--- src/rtl/gpio_evt_ctrl.sv ---
module gpio_evt_ctrl #(
  parameter int NUM_PADS   = 12,
  parameter int GROUP_SIZE = 8,
  parameter int ADDR_W     = 12
) (
  input  logic                clk,
  input  logic                rst_n,
  input  logic [ADDR_W-1:0]   bus_addr,
  input  logic [31:0]         bus_wdata,
  input  logic                bus_we,
  input  logic                bus_re,
  output logic [31:0]         bus_rdata,
  input  logic [NUM_PADS-1:0] pad_in,
  output logic [NUM_PADS-1:0] pad_out,
  output logic [NUM_PADS-1:0] pad_oe,
  output logic                irq_o,
  output logic                wake_o
);
  localparam int NUM_GROUPS = (NUM_PADS + GROUP_SIZE - 1) / GROUP_SIZE;
  localparam logic [ADDR_W-1:0] ISTS_BASE = ADDR_W'(12'h100);
  localparam logic [ADDR_W-1:0] IEN_BASE  = ADDR_W'(12'h120);
  localparam logic [ADDR_W-1:0] WSTS_BASE = ADDR_W'(12'h140);
  localparam logic [ADDR_W-1:0] WEN_BASE  = ADDR_W'(12'h160);
  localparam logic [31:0] CFG_MASK  = 32'h069E_3F01;
  localparam logic [31:0] CFG_RESET = 32'h0400_0100;

  logic [NUM_PADS-1:0][31:0] cfg_q;
  logic [NUM_PADS-1:0] sync1_q, sync2_q, act_prev_q;
  logic [NUM_PADS-1:0] rx, act, evt, det_off, sci_route;
  logic [NUM_PADS-1:0] ists_q, ien_q, wsts_q, wen_q;
  logic [31:0] rd;

  function automatic logic [ADDR_W-1:0] grp_addr(logic [ADDR_W-1:0] base, int p);
    return base + ADDR_W'(4 * (p / GROUP_SIZE));
  endfunction

  genvar gp;
  generate
    for (gp = 0; gp < NUM_PADS; gp++) begin : g_pad
      assign rx[gp]        = sync2_q[gp] & ~cfg_q[gp][9];
      assign act[gp]       = rx[gp] ^ cfg_q[gp][23];
      assign det_off[gp]   = cfg_q[gp][26:25] == 2'd2;
      assign sci_route[gp] = cfg_q[gp][19];
      assign evt[gp] = det_off[gp]                 ? 1'b0 :
                       (cfg_q[gp][26:25] == 2'd0)  ? act[gp] :
                       (cfg_q[gp][26:25] == 2'd1)  ? (act[gp] & ~act_prev_q[gp]) :
                                                     (act[gp] ^ act_prev_q[gp]);
      assign pad_out[gp] = cfg_q[gp][0];
      assign pad_oe[gp]  = ~cfg_q[gp][8] && (cfg_q[gp][13:10] == 4'd0);
    end
  endgenerate

  always_ff @(posedge clk or negedge rst_n) begin
    if (!rst_n) begin
      sync1_q    <= '0;
      sync2_q    <= '0;
      act_prev_q <= '0;
      ists_q     <= '0;
      ien_q      <= '0;
      wsts_q     <= '0;
      wen_q      <= '0;
      irq_o      <= 1'b0;
      wake_o     <= 1'b0;
      for (int p = 0; p < NUM_PADS; p++) cfg_q[p] <= CFG_RESET;
    end else begin
      sync1_q    <= pad_in;
      sync2_q    <= sync1_q;
      act_prev_q <= act;
      irq_o      <= |(ists_q & ien_q);
      wake_o     <= |(wsts_q & wen_q & ~sci_route);
      for (int p = 0; p < NUM_PADS; p++) begin
        if (bus_we && bus_addr == ADDR_W'(p * 8))
          cfg_q[p] <= bus_wdata & CFG_MASK;
        ists_q[p] <= evt[p] | (ists_q[p] &
                     ~(bus_we && bus_addr == grp_addr(ISTS_BASE, p) && bus_wdata[p % GROUP_SIZE]));
        wsts_q[p] <= evt[p] | (wsts_q[p] &
                     ~(bus_we && bus_addr == grp_addr(WSTS_BASE, p) && bus_wdata[p % GROUP_SIZE]));
        if (bus_we && bus_addr == grp_addr(IEN_BASE, p))
          ien_q[p] <= bus_wdata[p % GROUP_SIZE];
        if (bus_we && bus_addr == grp_addr(WEN_BASE, p))
          wen_q[p] <= bus_wdata[p % GROUP_SIZE];
      end
    end
  end

  always_comb begin
    rd = '0;
    for (int p = 0; p < NUM_PADS; p++) begin
      if (bus_addr == ADDR_W'(p * 8)) begin
        rd    = cfg_q[p];
        rd[1] = rx[p];
      end
    end
    for (int g = 0; g < NUM_GROUPS; g++) begin
      for (int b = 0; b < GROUP_SIZE; b++) begin
        if (g * GROUP_SIZE + b < NUM_PADS) begin
          if (bus_addr == ISTS_BASE + ADDR_W'(4 * g)) rd[b] = ists_q[g * GROUP_SIZE + b];
          if (bus_addr == IEN_BASE  + ADDR_W'(4 * g)) rd[b] = ien_q[g * GROUP_SIZE + b];
          if (bus_addr == WSTS_BASE + ADDR_W'(4 * g)) rd[b] = wsts_q[g * GROUP_SIZE + b];
          if (bus_addr == WEN_BASE  + ADDR_W'(4 * g)) rd[b] = wen_q[g * GROUP_SIZE + b];
        end
      end
    end
  end

  assign bus_rdata = bus_re ? rd : 32'd0;
endmodule

--- config.mk ---
export PLATFORM = sky130hd
export DESIGN_NAME = gpio_evt_ctrl
export DESIGN_NICKNAME = d
export VERILOG_FILES = /design/src/rtl/gpio_evt_ctrl.sv
export SDC_FILE = /design/constraint.sdc
export NUM_CORES = 1
export LEC_CHECK = 0
export ABC_AREA = 1
export BUFFER_PORTS_ARGS = -buffer_cell sky130_fd_sc_hd__buf_2
export CAP_MARGIN = 20
export CORE_ASPECT_RATIO = 0.6
export CORE_UTILIZATION = 45
export DETAILED_ROUTE_END_ITERATION = 16
export PLACE_DENSITY = 0.6
export SLEW_MARGIN = 20
export SYNTH_ARGS = -nofsm -noshare
export SYNTH_HDL_FRONTEND = slang
export SYNTH_SLANG_ARGS = --single-unit
--- constraint.sdc ---
create_clock -name clk -period 1.6 [get_ports clk]
set_input_delay 0.08 -clock clk [delete_from_list [all_inputs] [get_ports clk]]
set_output_delay 0.08 -clock clk [all_outputs]
set_load 0.1 [all_outputs]
# Word-level counts from Yosys, hierarchy flattened

Index checks and enable logic that the tools add are counted.

Bits in registers: 254
Output and inout port bits: 58

Equal/unequal tests: 43
Mux-type cells: 97
Bitwise logic cells: 160
Reductions and logical operators: 83

Operator list:

| operator                                                          | number |
|---|---|
| 32-bit two-way mux                                                | 12 |
| 12-bit by 9-bit == test with 1-bit output (second input constant) | 8 |
| 1-bit two-way mux                                                 | 84 |
| 1-bit inverter                                                    | 60 |
| 1-bit logical AND                                                 | 56 |
| 1-bit bitwise AND                                                 | 48 |
| 12-bit by 6-bit == test with 1-bit output (second input constant) | 4 |
| 12-bit by 7-bit == test with 1-bit output (second input constant) | 4 |
| 4-bit logical NOT                                                 | 12 |
| 12-bit bitwise AND                                                | 3 |
| 27-bit two-way mux                                                | 1 |
| 12-bit by 5-bit == test with 1-bit output (second input constant) | 2 |
| 2-bit by 1-bit == test with 1-bit output (second input constant)  | 12 |
| 2-bit == test (second input constant)                             | 12 |
| 2-bit logical NOT                                                 | 12 |
| 1-bit OR                                                          | 24 |
| 12-bit OR reduction                                               | 2 |
| 1-bit XOR                                                         | 24 |
| 12-bit by 4-bit == test with 1-bit output (second input constant) | 1 |
| 12-bit logical NOT                                                | 1 |
| 12-bit inverter                                                   | 1 |

# Logic depth before layout (Yosys ltp)

Gate-level depths: netlist of the first run.

Word-level depth: 23
Mapped depth: 20

# Worst setup path before layout of the first run

Ideal clock, no wire load.

Path kind: register to output
Start point: register cfg_q[332] (netlist name)
End point: output pad_oe[10]
Arrival: 3.327 ns
Setup slack: -1.807 ns
Stages on the path, launching flop included: 2
Path buffers: 0
Cells stage by stage: dfrtp_1 > nor4_1

Cells in the longest elaborated chain, start to end: 2

Ends and longest elaborated chain:

| what                              | RTL line | RTL |
|---|---|---|
| from (decl)                       | 27       | `logic [NUM_PADS-1:0][31:0] cfg_q;` |
| from (signal, indexed assignment) | 73       | `cfg_q[p] <= bus_wdata & CFG_MASK;` |
| 4-bit logical NOT                 | 49       | `assign pad_oe[gp] = ~cfg_q[gp][8] && (cfg_q[gp][13:10] == 4'd0);` |
| 1-bit logical AND                 | 49       |  |
| to (decl)                         | 15       | `output logic [NUM_PADS-1:0] pad_oe,` |

No other way between the ends.

# Final worst setup path of the first run

Start point: register cfg_q (netlist bit pad_out[2])
End point: output bus_rdata[0]

Cells in the longest elaborated chain, start to end: 19

Ends and longest elaborated chain:

| what                              | RTL line | RTL |
|---|---|---|
| 32-bit two-way mux (10 in series) | 89       | `if (bus_addr == ADDR_W'(p * 8)) begin` |
| 1-bit two-way mux                 | 97       | `if (bus_addr == ISTS_BASE + ADDR_W'(4 * g)) rd[b] = ists_q[g * GROUP_SIZE + b];` |
| 1-bit two-way mux                 | 98       | `if (bus_addr == IEN_BASE + ADDR_W'(4 * g)) rd[b] = ien_q[g * GROUP_SIZE + b];` |
| 1-bit two-way mux                 | 99       | `if (bus_addr == WSTS_BASE + ADDR_W'(4 * g)) rd[b] = wsts_q[g * GROUP_SIZE + b];` |
| 1-bit two-way mux                 | 100      | `if (bus_addr == WEN_BASE + ADDR_W'(4 * g)) rd[b] = wen_q[g * GROUP_SIZE + b];` |
| 1-bit two-way mux                 | 97       |  |
| 1-bit two-way mux                 | 98       |  |
| 1-bit two-way mux                 | 99       |  |
| 1-bit two-way mux                 | 100      |  |
| 32-bit two-way mux                | 106      | `assign bus_rdata = bus_re ? rd : 32'd0;` |
| to (decl)                         | 12       | `output logic [31:0] bus_rdata,` |

No other way between the ends.

==> results of run 1 <==
-- cell usage in the layout (no fill, tap or decap), types with 13 or more instances in the layout --
cell | Yosys | layout
dfstp_2 | 24 | 24
o21ai_0 | 298 | 280
buf_12 | 0 | 44
a21oi_2 | 0 | 22
nand3_2 | 0 | 13
buf_6 | 2 | 38
nand2_1 | 401 | 374
nand2_2 | 5 | 22
o211ai_1 | 18 | 18
o21ai_2 | 0 | 13
nand3_1 | 37 | 22
inv_2 | 13 | 31
nand2_4 | 4 | 13
buf_2 | 8 | 52
buf_4 | 25 | 180
nor2_1 | 45 | 22
inv_1 | 143 | 111
nor2_4 | 6 | 26
a21oi_1 | 49 | 20
dlygate4sd3_1 | 0 | 21
dfrtp_1 | 230 | 230
nand4_1 | 16 | 16
clkbuf_16 | 0 | 26
-- registers in the layout (all words and copies together) (netlist names) --
register	flops
sync1_q	12
wake_o	1
ien_q	12
act_prev_q	12
pad_out	12
sync2_q	12
irq_o	1
ists_q	12
wsts_q	12
cfg_q	156
wen_q	12
-- worst max-delay path, cell delays in order, from the launching register on --
cell        delay [ps]
dfrtp_1            430
nand3_1             90
nand4_1            160
nor2_2             160
nand4_1            140
nor2_2             160
nand4_1            150
nand2_1            100
nand4_1             70
nand2_1             80
nand3_2             60
nand2_2             90
clkinvlp_4         100
buf_12             170
-- logic make-up after synthesis --
| family | count (synthesis) | share of synthesized area, % |
|---|---|---|
| flip-flops | 254 | 52.3 |
| AND/OR/NAND/NOR | 546 | 19.0 |
| AO/OA/AOI/OAI | 413 | 18.1 |
| buffers and inverters | 244 | 8.48 |
| XOR/XNOR | 12 | 0.860 |
| adder cells (fa/ha/maj) | 12 | 1.23 |
| other | 1 | 0.0307 |
-- power by group through the flow --
| stage | sequential [mW] | combinational [mW] | clock (mW) |
|---|---|---|---|
| floorplan | 6.66 | 0.446 | 0 |
| global placement | 6.65 | 0.928 | 0 |
| detailed placement | 6.65 | 0.936 | 0 |
| CTS | 6.53 | 1.04 | 5.98 |
| global route | 6.54 | 1.20 | 6.30 |
| finish | 6.54 | 1.11 | 5.91 |
-- final cells by class --
type | instances | area share [%]
clock inverters | 9 | 0.466
inverters | 159 | 3.73
clock buffers | 38 | 4.21
flip-flops and latches | 254 | 36.6
well taps | 360 | 2.58
multi-input cells | 994 | 34.3
repair buffers | 339 | 18.2
-- path summary, 6_finish.rpt --
path / from / endpoint / slack (ps) / cells after the start
min reg2reg: sync1_q[3] / sync2_q[3] / 350 / 0
max: pad_out[2] / bus_rdata[0] / -970 / 13
max in group asynchronous: rst_n / cfg_q[346] / 830 / 3
min in group asynchronous: rst_n / ien_q[6] / 30 / 2
max reg2reg: cfg_q[73] / ists_q[2] / -60 / 11
min: bus_wdata[20] / cfg_q[180] / 10 / 3
-- repair_timing --
action | CTS | global route
endpoints found under the setup margin | 54 | 59
setup buffers | 16 | 20
hold buffers | 21 | 0
gates cloned | 0 | 0
pin swaps | 96 | 89
hold endpoints to repair | 282 | 0
gates resized for setup | 153 | 124
-- layer usage --
layer | GRT usage [%] | share of wire, % | routed length, µm | up-vias
met3 | 4.18 | 6.3 | 2320 | 53
met2 | 39.5 | 43 | 15800 | 362
met4 | 5.29 | 1.8 | 671 | 0
li1 | - | - | - | 5415
met1 | 41.5 | 49 | 18300 | 5396
met5 | 0 | 0 | 0 | -
==> flow_summary_export.csv, run 1 <==
group,metric,value,unit
outcome,status,"finished with violations",
outcome,violations,"setup timing",
clock_network,ctsLongestPathBuffers,3,
die,core_area,26500,µm²
min_path,hp-class,"in -> reg",
power_and_ir_drop,leakagePower,7.99,nW
placed_design,port_buffers,95,
worst_setup_path,worst_ep_arrival_time,2490,ps
power_and_ir_drop,power.switching,3.46,mW
detailed_routing,firstDrtPassIters,6,
die,dieArea,27800,µm²
detailed_routing,ant_nets,0,
worst_setup_path,required,1520,ps
worst_setup_path,crit_type,"reg -> out",
detailed_routing,wire_per_inst,17.2,µm
placed_design,gp_congestion,0.916,
timing,hold_violations,0,
logic_synthesis,synth-edff-count,0,
timing,timing.fmax,0.389,GHz
clock_network,cts_buffers,26,
die,initial_core_util,46.0,%
timing,worst_pin_slew,542,ps
timing,relSlewSlack,63.8,%
timing,hold_slack,13.3,ps
clock_network,clock-sinks,254,
logic_synthesis,yosys.cell_types.count,40,
logic_synthesis,synth_most_common_cell,"nand2_1",
detailed_routing,drt-initial-drc-count,820,
run,maxCapViolations,0,
grt,grt_overflow,0,
logic_synthesis,synth_area,12200,µm²
timing,setup_violations,37,
clock_network,ctsRootBufferMaster,"clkbuf_16",
logic_synthesis,avgSynthCellArea,8.24,µm²
worst_setup_path,cp-end-kind,"primary output",
detailed_routing,num_vias,11200,
power_and_ir_drop,vdd_drop_max,687,µV
detailed_routing,vias_per_cell,5.21,
timing,period_minus_slack,2570,ps
timing,setup_tns,-14050,ps
grt,grt_max_degree,56,
logic_synthesis,ys_seq_area_share,52.3,%
logic_synthesis,synth_flop_cell,"dfrtp_1",
power_and_ir_drop,internal_power,10.1,mW
logic_synthesis,yosysWarnings,0,
cells_and_area,final_nets,1846,
power_and_ir_drop,switching_share,25.6,%
clock_network,htree_levels,1,
worst_setup_path,startpoint_type,"register",
cells_and_area,multi_input_area,5990,µm²
cells_and_area,layout.cells.non_filler,2153,
logic_synthesis,ys_ff_latch,254,
cells_and_area,fin_util,65.8,%
cells_and_area,stdcell_area,17500,µm²
cells_and_area,num-fill-cells,2209,
die,die_h,130,µm
cells_and_area,area_delta_synth_final,43.0,%
clock_network,cts.clk_slew.worst_paths,70,ps
timing,finalCritPeriodShare,161,%
logic_synthesis,async_flop_share,100,%
power_and_ir_drop,power_frac_seq,48.2,%
cells_and_area,diodes,0,
power_and_ir_drop,pwr-share-clk,43.6,%
die,pin_count,118,
logic_synthesis,netlist_instances,1482,
power_and_ir_drop,p_total,13.6,mW
logic_synthesis,ys_top_cells_by_count,"nand2_1 (401), o21ai_0 (298), dfrtp_1 (230), inv_1 (143), clkbuf_1 (50)",
timing,setup_slack,-974,ps
power_and_ir_drop,power_density,776,nW/µm²
placed_design,pre_cts_ws,-802,ps
logic_synthesis,synthTopCellsByArea,"dfrtp_1 (47%), nand2_1 (12%), o21ai_0 (12%)",
placed_design,dp_cells,2058,
detailed_routing,totalWireLength,37.1,mm
detailed_routing,drc,0,
power_and_ir_drop,combinationalPowerShare,8.2,%
grt,grt_pass1_wl,58.3,mm
cells_and_area,layout-drive-gt1-share,34.3,%
grt,grt_pass1_vias,10600,
die,num_rows,46,
placed_design,post-dp-hpwl,26.3,mm
logic_synthesis,post-synth-top-area-cell,"dfrtp_1",
clock_network,clk_latency,570,ps
grt,track_usage,26.8,%
placed_design,place_area,15200,µm²
timing,rsz0062_at_grt,"true",
cells_and_area,regArea,6390,µm²
clock_network,tritoncts,"yes",
worst_setup_path,cp_max_fo,2,
timing,timing.final.max_slew_violations,0,
timing,fin_skew,26.1,ps
logic_synthesis,synth_top_area_share,47.1,%
die,die_w,215,µm
grt,antenna_found_initial,0,
Note: power is estimated with default switching activity, not from simulation.
==> run 2: changes to the inputs <==
--- a/config.mk
+++ b/config.mk
@@ -12,6 +12,7 @@
 export CORE_UTILIZATION = 45
 export DETAILED_ROUTE_END_ITERATION = 16
 export PLACE_DENSITY = 0.6
+export SETUP_SLACK_MARGIN = 0.05
 export SLEW_MARGIN = 20
 export SYNTH_ARGS = -nofsm -noshare
 export SYNTH_HDL_FRONTEND = slang
==> constraint.sdc (replaced) <==
create_clock -name clk -period 1.6 [get_ports clk]
set_input_delay 0.24 -clock clk [delete_from_list [all_inputs] [get_ports clk]]
set_output_delay 0.24 -clock clk [all_outputs]
set_load 0.1 [all_outputs]
==> run 2 against run 1 <==
Net effect:
- the run still ends with setup timing left
- worst hold slack better by 30 ps
- total power up 0.48%
- combinational power up 7%
- via count up 2.7%
- non-clock buffer count up 21
- sequential cell count unchanged
- critical path depth unchanged
- critical endpoint unchanged
==> flow_summary_export.csv, run 2 (synthesis gave the netlist of run 1 again) <==
group,metric,value,unit
die,die_h,130,µm
clock_network,cts_buffers,24,
die,pin_count,118,
power_and_ir_drop,power_density,754,nW/µm²
min_path,min-delay-start,"bus_wdata[4]",
timing,timing.fmax,0.349,GHz
placed_design,gp_congestion,0.930,
die,dieArea,27800,µm²
placed_design,port_buffers,95,
cells_and_area,final_cell_mix,"nand2_1 (369), o21ai_0 (280), dfrtp_1 (228)",
cells_and_area,layout-drive-gt1-share,36.3,%
cells_and_area,largest_reg_flops,156,
timing,relSlewSlack,60.9,%
worst_setup_path,r2r_end,"wsts_q[10]",
power_and_ir_drop,combinationalPowerShare,8.7,%
cells_and_area,regMostFlops,"cfg_q",
detailed_routing,drt-initial-drc-count,1087,
worst_setup_path,cp-end-kind,"primary output",
grt,grt_max_degree,50,
clock_network,htree_levels,1,
timing,setup_slack,-1260,ps
power_and_ir_drop,switching_share,25.5,%
grt,track_usage,28.2,%
timing,period_minus_slack,2860,ps
timing,worst_pin_slew,585,ps
detailed_routing,highest_layer,"met4",
detailed_routing,met3_length,3.29,mm
clock_network,clk_latency,570,ps
cells_and_area,final_nets,1866,
detailed_routing,met1_length,18.4,mm
worst_setup_path,rrSetupSlack,-20,ps
grt,antenna_found_initial,0,
worst_setup_path,r2r.worst_path.cells,8,
worst_setup_path,startpoint_type,"register",
detailed_routing,num_vias,11500,
detailed_routing,vias_per_cell,5.31,
detailed_routing,wl_met2,17.3,mm
detailed_routing,ant_nets,0,
power_and_ir_drop,power_frac_seq,48.0,%
grt,grt_pass1_vias,10900,
grt,grt_overflow,0,
worst_setup_path,worst_ep_arrival_time,2620,ps
worst_setup_path,cp_max_fo,2,
clock_network,tritoncts,"yes",
power_and_ir_drop,leakagePower,8.21,nW
cells_and_area,final_common_cell,"nand2_1",
clock_network,ctsRootBufferMaster,"clkbuf_16",
timing,hold_violations,0,
timing,fin_skew,27.8,ps
power_and_ir_drop,power.switching,3.48,mW
timing,rsz0062_at_grt,"true",
die,die_w,215,µm
power_and_ir_drop,internal_power,10.1,mW
min_path,hold_end,"ien_q[4]",
detailed_routing,wire_per_inst,18.2,µm
power_and_ir_drop,pwr-share-clk,43.3,%
worst_setup_path,timing.rr.start,"cfg_q[329]",
min_path,holdPathStages,3,
die,initial_core_util,46.0,%
power_and_ir_drop,vdd_drop_max,786,µV
timing,setup_violations,40,
cells_and_area,diodes,0,
cells_and_area,area_delta_synth_final,47.9,%
die,num_rows,46,
cells_and_area,stdcell_area,18100,µm²
worst_setup_path,required,1360,ps
run,maxCapViolations,0,
timing,finalCritPeriodShare,179,%
clock_network,ctsLongestPathBuffers,3,
detailed_routing,firstDrtPassIters,7,
detailed_routing,totalWireLength,39.6,mm
clock_network,clock-sinks,254,
detailed_routing,drc,0,
timing,setup_tns,-20910,ps
outcome,status,"finished with violations",
grt,grt_pass1_wl,60.7,mm
cells_and_area,num-fill-cells,2110,
placed_design,place_area,15500,µm²
timing,timing.final.max_slew_violations,0,
power_and_ir_drop,p_total,13.6,mW
min_path,hp-class,"in -> reg",
placed_design,post-dp-hpwl,27.3,mm
outcome,violations,"setup timing",
worst_setup_path,crit_type,"reg -> out",
die,core_area,26500,µm²
clock_network,cts.clk_slew.worst_paths,70,ps
-- run 2: changes by cell type in the layout (fill, tap and decap cells not counted), sizes merged, moves of 2 or more --
cell	delta
buf	+27
clkinv	+4
clkinvlp	-3
dlygate4sd3	-8
inv	-2
-- run 2: routing by layer --
metal | GRT usage (%) | up-vias
li1 | - | 5471
met5 | 0 | -
met2 | 42.2 | 431
met3 | 5.77 | 37
met1 | 42.5 | 5586
met4 | 5.17 | 0
-- run 2: how the worst max path moves through the flow --
stage / startpoint / end / slack [ps]
2_1_floorplan: bus_addr[11] / bus_rdata[26] / -660
3_3_place_gp: bus_addr[8] / bus_rdata[0] / -1250
3_5_place_dp: bus_addr[8] / bus_rdata[0] / -1270
4_1_cts: pad_out[3] / bus_rdata[0] / -1210
5_1_grt: pad_out[0] / bus_rdata[0] / -1450
6_report: pad_out[2] / bus_rdata[0] / -1260
-- run 2: power groups by stage --
stage / Sequential [mW] / Combinational (mW) / Clock, mW
after floorplan: 6.66 / 0.445 / 0
final: 6.53 / 1.19 / 5.90
after global placement: 6.65 / 0.976 / 0
after detailed placement: 6.65 / 0.987 / 0
after CTS: 6.53 / 1.12 / 5.96
after global routing: 6.54 / 1.27 / 6.23
-- run 2: area by class of cell --
type,instances,area [µm²],area share (%)
tap,360,450,2.49
multi-input combinational,995,6130,34.0
clock inverter,9,95.1,0.526
sequential,254,6390,35.4
timing repair buffer,360,3640,20.1
inverter,159,659,3.65
clock buffer,35,702,3.89
-- run 2: what timing repair did --
action / CTS / global route
setup endpoints to repair: 69 / 84
pin swaps: 73 / 57
gates cloned: 1 / 1
hold endpoints to repair: 54 / 0
gates resized for setup: 229 / 120
buffers inserted: 25 / 20
hold buffers: 13 / 0
-- run 2: per-stage QoR --
step,hold WS [ps],util [%],worst slack [ps],instances
after global placement,200,58.5,-1250,2082
after global routing,61.8,68.1,-1450,2172
after floorplan,-55.6,-,-657,1492
after CTS,23.7,65.9,-1210,2160
after detailed placement,201,58.5,-1270,2082
final,43.4,68.1,-1260,2172
-- run 2: critical path: stages (launching register included) --
cell and delay [ps]:
dfrtp_1 420, nand3_1 100, nand4_1 200, nor2_2 190, nand4_1 140, nor2_2 150
nand4_1 190, nand2_1 110, nand4_1 80, nand2_1 70, nand3_1 80, nand2_2 100
clkinvlp_4 90, buf_12 170
==> run 3: changes to the inputs <==
==> constraint.sdc (replaced) <==
create_clock -name clk -period 1.6 [get_ports clk]
set_input_delay 0.48 -clock clk [delete_from_list [all_inputs] [get_ports clk]]
set_output_delay 0.48 -clock clk [all_outputs]
set_load 0.1 [all_outputs]
==> run 3 against run 2 <==
Net effect:
- the flow still finishes with violations (setup timing)
- total power is 2.0% higher
- routed wire length grew 0.55%
- die area unchanged
- utilization up 1.7 points
- sequential share of layout area shrank 0.85 points
- count of clock-buffer cells in the layout up 6
- sequential cell count did not move
==> flow_summary_export.csv, run 3 (synthesis gave the netlist of run 1 again) <==
group,metric,value,unit
outcome,status,"finished with violations",
outcome,violations,"setup timing",
worst_setup_path,crit_type,"reg -> out",
timing,worst_pin_slew,505,ps
cells_and_area,layout.cells.non_filler,2219,
run,maxCapViolations,0,
min_path,hp-class,"in -> reg",
die,num_rows,46,
die,die_h,130,µm
grt,grt_util_met2,44.7,%
detailed_routing,ant_nets,0,
timing,finalCritPeriodShare,195,%
die,initial_core_util,46.0,%
clock_network,ctsRootBufferMaster,"clkbuf_16",
cells_and_area,final_nets,1911,
worst_setup_path,required,1120,ps
cells_and_area,final_cell_mix,"nand2_1 (349), o21ai_0 (255), dfrtp_1 (229)",
clock_network,htree_levels,1,
cells_and_area,regMostFlops,"cfg_q",
grt,grt-busiest-layer,"met2",
detailed_routing,totalWireLength,39.8,mm
cells_and_area,area_delta_synth_final,51.5,%
cells_and_area,layout-drive-gt1-share,37.6,%
grt,track_usage,28.6,%
grt,met3_usage,5.35,%
worst_setup_path,startpoint_type,"register",
timing,timing.fmax,0.321,GHz
die,die_w,215,µm
detailed_routing,wire_per_inst,17.9,µm
timing,hold_slack,12.4,ps
timing,setup_slack,-1510,ps
placed_design,gp_congestion,0.942,
die,pin_count,118,
worst_setup_path,cp-end-kind,"primary output",
grt,antenna_found_initial,0,
timing,setup_tns,-45350,ps
placed_design,place_area,16100,µm²
timing,fin_skew,21.3,ps
timing,setup_violations,97,
placed_design,port_buffers,95,
clock_network,clock-sinks,254,
placed_design,dp_cells,2130,
clock_network,cts.clk_slew.worst_paths,70,ps
power_and_ir_drop,p_total,13.9,mW
grt,grtUsageMet1,41.5,%
timing,timing.final.max_slew_violations,0,
cells_and_area,diodes,0,
grt,grt_pass1_vias,11500,
die,dieArea,27800,µm²
timing,relSlewSlack,66.3,%
timing,hold_violations,0,
power_and_ir_drop,vdd_drop_max,660,µV
detailed_routing,drc,0,
detailed_routing,num_vias,11700,
cells_and_area,fin_util,69.7,%
clock_network,cts_buffers,26,
timing,rsz0062_at_grt,"true",
detailed_routing,firstDrtPassIters,5,
clock_network,tritoncts,"yes",
grt,grt_pass1_wl,62.0,mm
power_and_ir_drop,leakagePower,8.56,nW
die,core_area,26500,µm²
timing,period_minus_slack,3110,ps
detailed_routing,vias_per_cell,5.27,
detailed_routing,drt-initial-drc-count,935,
placed_design,post-dp-hpwl,27.6,mm
clock_network,ctsLongestPathBuffers,3,
worst_setup_path,cp_max_fo,2,
cells_and_area,stdcell_area,18500,µm²
power_and_ir_drop,power_density,750,nW/µm²
worst_setup_path,worst_ep_arrival_time,2630,ps
cells_and_area,largest_reg_flops,156,
grt,grt_overflow,0,
clock_network,clk_latency,570,ps
grt,grt_max_degree,58,
cells_and_area,final_common_cell,"nand2_1",
placed_design,pre_cts_ws,-1750,ps
-- run 3: cell types whose count changed in the layout (fill, tap and decap cells not counted), sizes merged, moves of 2 or more --
cell and change:
buf +55, clkbuf +3, inv +2, dlygate4sd3 -11, clkinv -4
-- run 3: cell type report --
class                      count  area, µm²
multi-input combinational    997       6130
inverter                     159        652
clock buffer                  41        797
tap                          360        450
sequential                   254       6390
timing repair buffer         401       4010
clock inverter                 7       73.8
fill                        2034       8030
-- run 3: report_power, final --
| group | leakage, nW | internal (mW) | total, mW | switching (mW) |
|---|---|---|---|---|
| clock network | 0.426 | 3.45 | 6.16 | 2.71 |
| logic | 4.88 | 0.414 | 1.19 | 0.775 |
| registers | 3.25 | 6.50 | 6.54 | 0.0408 |
| total | 8.56 | 10.4 | 13.9 | 3.53 |
-- run 3: worst paths after layout --
check	end	cells after the start	slack, ps	from
hold reg to reg	sync2_q[4]	0	350	sync1_q[4]
min in group asynchronous	ien_q[5]	2	370	rst_n
setup / recovery	bus_rdata[0]	13	-1510	pad_out[0]
max in group asynchronous	wen_q[3]	3	540	rst_n
setup reg to reg	wsts_q[6]	9	-50	cfg_q[201]
hold / removal	sync1_q[6]	1	10	pad_in[6]
-- run 3: what timing repair did --
action / CTS / global route
setup endpoints to repair: 94 / 180
resized for setup: 201 / 119
cloned: 1 / 4
endpoints found under the hold margin: 16 / 0
hold buffers: 2 / 0
setup buffers: 29 / 23
pin swaps: 64 / 32
-- run 3: worst max-delay path, stage by stage, from the launching register on --
cell and delay [ps]:
dfrtp_1 410, nand3_1 90, nand4_1 210, nor2_2 160
nand4_1 140, nor2_2 170, nand4_1 170, nand2_1 110
nand4_1 100, nand2_1 80, nand3_1 70, nand2_2 90
clkinvlp_4 100, buf_12 170
-- run 3: metal layers --
metal  vias to the layer above  part of all wire (%)  wire length (µm)
met3                        60                   7.0              2780
met4                         0                   1.9               774
met2                       412                    44             17300
li1                       5567                     -                 -
met1                      5661                    48             18900
met5                         -                     0                 0
